**config.mk**
```make
export PLATFORM = sky130hd
export DESIGN_NAME = prio_threshold_sel
export DESIGN_NICKNAME = d
export VERILOG_FILES = /design/src/rtl/irq_sel_pkg.sv /design/src/rtl/irq_cand_mask.sv /design/src/rtl/irq_max_tree.sv /design/src/rtl/irq_thresh_gate.sv /design/src/rtl/prio_threshold_sel.sv
export SDC_FILE = /design/constraint.sdc
export NUM_CORES = 1
export LEC_CHECK = 0
export CAP_MARGIN = 20
export CORE_ASPECT_RATIO = 0.5
export CORE_MARGIN = 8
export CORE_UTILIZATION = 25
export DETAILED_ROUTE_END_ITERATION = 6
export GPL_TIMING_DRIVEN = 1
export PLACE_DENSITY = 0.56
export SETUP_SLACK_MARGIN = 0.2
export SLEW_MARGIN = 20
export SYNTH_ARGS = -nofsm -noshare
export SYNTH_HDL_FRONTEND = slang
export SYNTH_SLANG_ARGS = --single-unit
export TNS_END_PERCENT = 10
```
**constraint.sdc**
```tcl
create_clock -name clk_i -period 0.8 [get_ports clk_i]
set_input_delay 0.08 -clock clk_i [delete_from_list [all_inputs] [get_ports clk_i]]
set_output_delay 0.08 -clock clk_i [all_outputs]
set_load 0.02 [all_outputs]
```
**src/rtl/irq_sel_pkg.sv**
```systemverilog
package irq_sel_pkg;

    // Bit width needed to index n values, at least one bit.
    function automatic int unsigned width_of(input int unsigned n);
        return (n <= 1) ? 1 : $clog2(n);
    endfunction

endpackage

```
**src/rtl/irq_cand_mask.sv**
```systemverilog
module irq_cand_mask #(
    parameter int unsigned N_SOURCE = 32
) (
    input  logic [N_SOURCE-1:0] pend_i,
    input  logic [N_SOURCE-1:0] en_i,
    output logic [N_SOURCE-1:0] cand_o
);
    // Index 0 stands for "no interrupt"; its inputs are deliberately dropped.
    logic unused_src0;
    assign unused_src0 = pend_i[0] ^ en_i[0];

    assign cand_o[0] = 1'b0;
    for (genvar k = 1; k < N_SOURCE; k++) begin : g_src
        assign cand_o[k] = pend_i[k] & en_i[k];
    end
endmodule

```
**src/rtl/irq_max_tree.sv**
```systemverilog
module irq_max_tree
    import irq_sel_pkg::*;
#(
    parameter int unsigned N_SOURCE = 32,
    parameter int unsigned PW       = 3,
    parameter int unsigned IW       = 5
) (
    input  logic [N_SOURCE-1:0]    cand_i,
    input  logic [N_SOURCE*PW-1:0] prio_i,
    output logic                   win_valid_o,
    output logic [PW-1:0]          win_prio_o,
    output logic [IW-1:0]          win_id_o
);
    localparam int unsigned LEVELS = width_of(N_SOURCE);
    localparam int unsigned LEAVES = 1 << LEVELS;
    localparam int unsigned NODES  = 2 * LEAVES - 1;

    // Heap-ordered tournament: node i has children 2i+1 (lower IDs) and 2i+2.
    logic          node_v [NODES];
    logic [PW-1:0] node_p [NODES];
    logic [IW-1:0] node_i [NODES];

    for (genvar k = 0; k < LEAVES; k++) begin : g_leaf
        if (k < N_SOURCE) begin : g_real
            assign node_v[LEAVES-1+k] = cand_i[k];
            assign node_p[LEAVES-1+k] = prio_i[k*PW +: PW];
            assign node_i[LEAVES-1+k] = IW'(k);
        end else begin : g_pad
            assign node_v[LEAVES-1+k] = 1'b0;
            assign node_p[LEAVES-1+k] = '0;
            assign node_i[LEAVES-1+k] = '0;
        end
    end

    for (genvar n = 0; n < LEAVES - 1; n++) begin : g_node
        logic take_lo;
        // Ties resolve toward the lower-ID subtree.
        assign take_lo   = node_v[2*n+1] &&
                           (!node_v[2*n+2] || (node_p[2*n+1] >= node_p[2*n+2]));
        assign node_v[n] = node_v[2*n+1] | node_v[2*n+2];
        assign node_p[n] = take_lo ? node_p[2*n+1] : node_p[2*n+2];
        assign node_i[n] = take_lo ? node_i[2*n+1] : node_i[2*n+2];
    end

    assign win_valid_o = node_v[0];
    assign win_prio_o  = node_v[0] ? node_p[0] : '0;
    assign win_id_o    = node_v[0] ? node_i[0] : '0;
endmodule

```
**src/rtl/irq_thresh_gate.sv**
```systemverilog
module irq_thresh_gate #(
    parameter int unsigned PW = 3
) (
    input  logic          valid_i,
    input  logic [PW-1:0] prio_i,
    input  logic [PW-1:0] thr_i,
    output logic          notify_o
);
    assign notify_o = valid_i && (prio_i > thr_i);
endmodule

```
**src/rtl/prio_threshold_sel.sv**
```systemverilog
module prio_threshold_sel
    import irq_sel_pkg::*;
#(
    parameter int unsigned N_SOURCE = 32,
    parameter int unsigned MAX_PRIO = 7,
    parameter int unsigned PW       = width_of(MAX_PRIO + 1),
    parameter int unsigned IW       = width_of(N_SOURCE)
) (
    input  logic                   clk_i,
    input  logic                   rst_ni,
    input  logic [N_SOURCE-1:0]    pend_i,
    input  logic [N_SOURCE-1:0]    en_i,
    input  logic [N_SOURCE*PW-1:0] prio_i,
    input  logic [PW-1:0]          thr_i,
    output logic [IW-1:0]          claim_id_o,
    output logic [PW-1:0]          claim_prio_o,
    output logic                   irq_o
);
    typedef struct packed {
        logic [IW-1:0] id;
        logic [PW-1:0] prio;
        logic          irq;
    } sel_state_t;

    sel_state_t st_d, st_q;

    logic [N_SOURCE-1:0] cand;
    logic                win_valid;
    logic [PW-1:0]       win_prio;
    logic [IW-1:0]       win_id;
    logic                notify;

    irq_cand_mask #(.N_SOURCE(N_SOURCE)) u_mask (
        .pend_i (pend_i),
        .en_i   (en_i),
        .cand_o (cand)
    );

    irq_max_tree #(.N_SOURCE(N_SOURCE), .PW(PW), .IW(IW)) u_tree (
        .cand_i      (cand),
        .prio_i      (prio_i),
        .win_valid_o (win_valid),
        .win_prio_o  (win_prio),
        .win_id_o    (win_id)
    );

    irq_thresh_gate #(.PW(PW)) u_gate (
        .valid_i  (win_valid),
        .prio_i   (win_prio),
        .thr_i    (thr_i),
        .notify_o (notify)
    );

    always_comb begin
        st_d      = st_q;
        st_d.id   = win_id;
        st_d.prio = win_prio;
        st_d.irq  = notify;
    end

    always_ff @(posedge clk_i or negedge rst_ni) begin
        if (!rst_ni) begin
            st_q <= '0;
        end else begin
            st_q <= st_d;
        end
    end

    assign claim_id_o   = st_q.id;
    assign claim_prio_o = st_q.prio;
    assign irq_o        = st_q.irq;
endmodule

```
==> impl_metrics.toml <==
[power_and_ir_drop]
clockPowerShare_pct = 5.8
p_int_w = 0.00847
p_sw_share_pct = 41.8
p_switching_w = 0.00607
cellLeakagePower_nw = 4.93
combinationalPowerShare_pct = 88.7
power_density_nw_per_um2 = 1470
irDropWorstVdd_v = 0.00135
p_seq_share_pct = 5.5

[setup_path]
critPathSlowestCell = "clkdlybuf4s50_1"
critPathKind = "input pin to flip-flop"
cp_common_cell = "ha_1"
cp_max_fo = 4
cp-end-kind = "flip-flop"
startpoint_type = "input pin"
critPathRequiredTime_ns = 0.93
crit_arrival_ns = 7.58
slowest_delay_ns = 0.49

[clock_network]
root_buffer = "clkbuf_16"
cts_max_path_buffers = 2
cts_made_buffers = 3
cts-hold-fix-buffers = 0
clock_sinks = 9
cts_tree = "yes"
clk_pin_slew_worst_paths_ns = 0.04
htreeDepth = 1

[drt]
postRouteAntennaNets = 0
drc = 0
drtIter0Drc = 278
wl_per_cell_um = 13.8
drt-pass1-iter-count = 5
vias = 6289
vias_per_cell = 4.77
wirelength_um = 18200

[die]
core_um2 = 18200
rows = 35
start_util_pct = 25.3
die_w_um = 208
die_area_um2 = 23300
io_pins = 174
die_h_um = 112

[timing]
period_share_pct = 931
finalHoldViolations = 0
whs_ns = 0.168
fin_ws_ns = -6.65
rsz0062_at_grt = "yes"
tns_ns = -55.44
final_max_slew_viol_count = 0
period_needed_ns = 7.45
max_freq_mhz = 134
tightest_slew_ns = 0.534
setup_viol = 18
slew_headroom_pct = 63.9

[layout]
fin_area_um2 = 9890
fin_nets = 1327
fin_cells = 1318
fillers = 1667
drive_gt1_share_pct = 45.2
n_antenna_cell = 0
utilization_pct = 54.3
syn2layout_area_growth_pct = 115
multi_input_area_um2 = 4990
seqCellArea_um2 = 225

[status]
violations = "setup timing"
status = "finished with violations"

[min_path]
hold_path.class = "input pin to asynchronous set/reset pin"

[global_route]
grt-ovfl-total = 0
antenna_found_initial = 0
track_usage_pct = 13.9
use_met1_pct = 18.1
grt_pass1_vias = 6349
grt_max_degree = 10
grt_pass1_wl_um = 28700
grt-busiest-layer = "met2"
use_met2_pct = 25.4
met3_usage_pct = 1.40

[synthesis]
syn_area_um2 = 4610
synth-async-reset-ratio_pct = 100
seq_area_frac_synth_pct = 4.89
avgSynthCellArea_um2 = 7.54
synth_nets = 859
synth_warnings = 0
synth_edf_count = 0
synth_seq_cells = 9
synthCells = 611
synth_ff_type = "dfrtp_1"
yosysUniqueCellTypes = 75

[placed_design]
place_congestion = 0.874
dp.cells = 1275
port_buffers = 168
dp.final_hpwl_um = 15400
dpl_cell_area_um2 = 8750

[job]
maxCapViolCount = 0
[metal layers]
layer,share of wire (%),vias up
met3,2.8,8
met2,51,107
met5,0,-
met4,0.39,0
met1,46,2922
li1,-,3252
[through the flow]
stage | total power, W | worst slack [ns]
2_1_floorplan | 0.00628 | -6.42
3_3_place_gp | 0.0112 | -7.29
3_5_place_dp | 0.0115 | -7.50
4_1_cts | 0.0126 | -6.93
5_1_grt | 0.0157 | -7.02
6_report | 0.0145 | -6.65
[cell families after synthesis]
| logic type | Yosys count | synth area share [%] |
|---|---|---|
| AOI/OAI and AO/OA | 199 | 33.7 |
| adders and majority gates | 85 | 23.0 |
| muxes | 49 | 11.0 |
| and+or+nand+nor | 188 | 20.7 |
| buffers and inverters | 81 | 6.79 |
| DFF | 9 | 4.89 |
[placed cells by master, fill, tap and decap left out, drive strengths merged, types with 8 or more instances in the layout]
cell / synthesis / routed
inv: 75 / 75
dlymetal6s2s: 0 / 34
mux2i: 40 / 40
and2: 10 / 10
nor2b: 14 / 14
nand3: 11 / 11
ha: 83 / 83
a211oi: 8 / 8
nand2: 56 / 56
dfrtp: 9 / 9
clkdlybuf4s50: 0 / 118
a21o: 13 / 13
nand2b: 29 / 29
o311ai: 12 / 12
a2111oi: 11 / 11
a22oi: 8 / 8
o21ai: 23 / 23
mux2: 9 / 9
a21oi: 53 / 53
nor2: 40 / 40
buf: 2 / 312
clkbuf: 4 / 8
[flip-flops by register name, indices dropped and copies added, names as in the netlist]
name / flops
claim_id_o: 5
claim_prio_o: 3
irq_o: 1
[area by class of cell]
cell class	instances	area share, %
Inverter	75	2.97
Clock buffer	4	0.797
Multi-Input combinational cell	521	50.5
Timing Repair Buffer	469	40.4
Sequential cell	9	2.28
Tap cell	240	3.04
[worst max path at each step]
stage                    start    end  slack [ns]
floorplan           prio_i[81]  irq_o       -6.42
global placement    prio_i[60]  irq_o       -7.29
detailed placement  prio_i[60]  irq_o       -7.50
CTS                 prio_i[48]  irq_o       -6.93
global route        prio_i[36]  irq_o       -7.02
finish              prio_i[77]  irq_o       -6.65
[power groups by stage]
stage	sequential, W	combinational, W	clock [W]
after floorplan	0.00110	0.00518	0
after global placement	0.000808	0.0104	0
after detailed placement	0.000806	0.0107	0
after CTS	0.000790	0.0109	0.000858
after global routing	0.000815	0.0139	0.000902
final	0.000795	0.0129	0.000846
[worst max-delay path, delay by kind of cell]
family / cells / cell delay (ns)
multiplexers: 4 / 0.87
AND/OR/NAND/NOR: 8 / 0.86
AO/OA/AOI/OAI: 16 / 3.26
adder cells (fa/ha/maj): 6 / 1.51
buffers and inverters: 8 / 0.99
[repair_timing]
action / in CTS / in global routing
pin swaps: 14 / 88
setup endpoints to repair: 18 / 18
resized for setup: 54 / 176
setup buffers: 8 / 31
[cell usage after synthesis (4+ instances only)]
| cell | count | area (um^2) |
|---|---|---|
| mux2i_1 | 40 | 400 |
| clkbuf_1 | 4 | 15.0 |
| o31ai_1 | 4 | 30.0 |
| dfrtp_1 | 9 | 225 |
| nor2b_1 | 14 | 87.6 |
| and3_1 | 6 | 37.5 |
| a22oi_1 | 8 | 60.1 |
| and2_1 | 6 | 37.5 |
| o311ai_0 | 5 | 43.8 |
| o21ai_0 | 22 | 110 |
| o311a_1 | 6 | 60.1 |
| nor3_1 | 5 | 25.0 |
| a21o_1 | 13 | 97.6 |
| o21a_1 | 5 | 37.5 |
| a2111oi_2 | 4 | 60.1 |
| a211oi_1 | 7 | 52.6 |
| nor2_1 | 40 | 150 |
| ha_1 | 83 | 1040 |
| o211ai_1 | 5 | 37.5 |
| a2111oi_0 | 6 | 52.6 |
| nand2_1 | 56 | 210 |
| a21oi_1 | 51 | 255 |
| o311ai_1 | 6 | 52.6 |
| a221o_1 | 4 | 40.0 |
| a2111o_1 | 6 | 67.6 |
| mux2_2 | 8 | 90.1 |
| inv_1 | 75 | 282 |
| nand2b_1 | 28 | 175 |
| nand3_1 | 10 | 50.1 |
(Power assumes the default switching activity.)
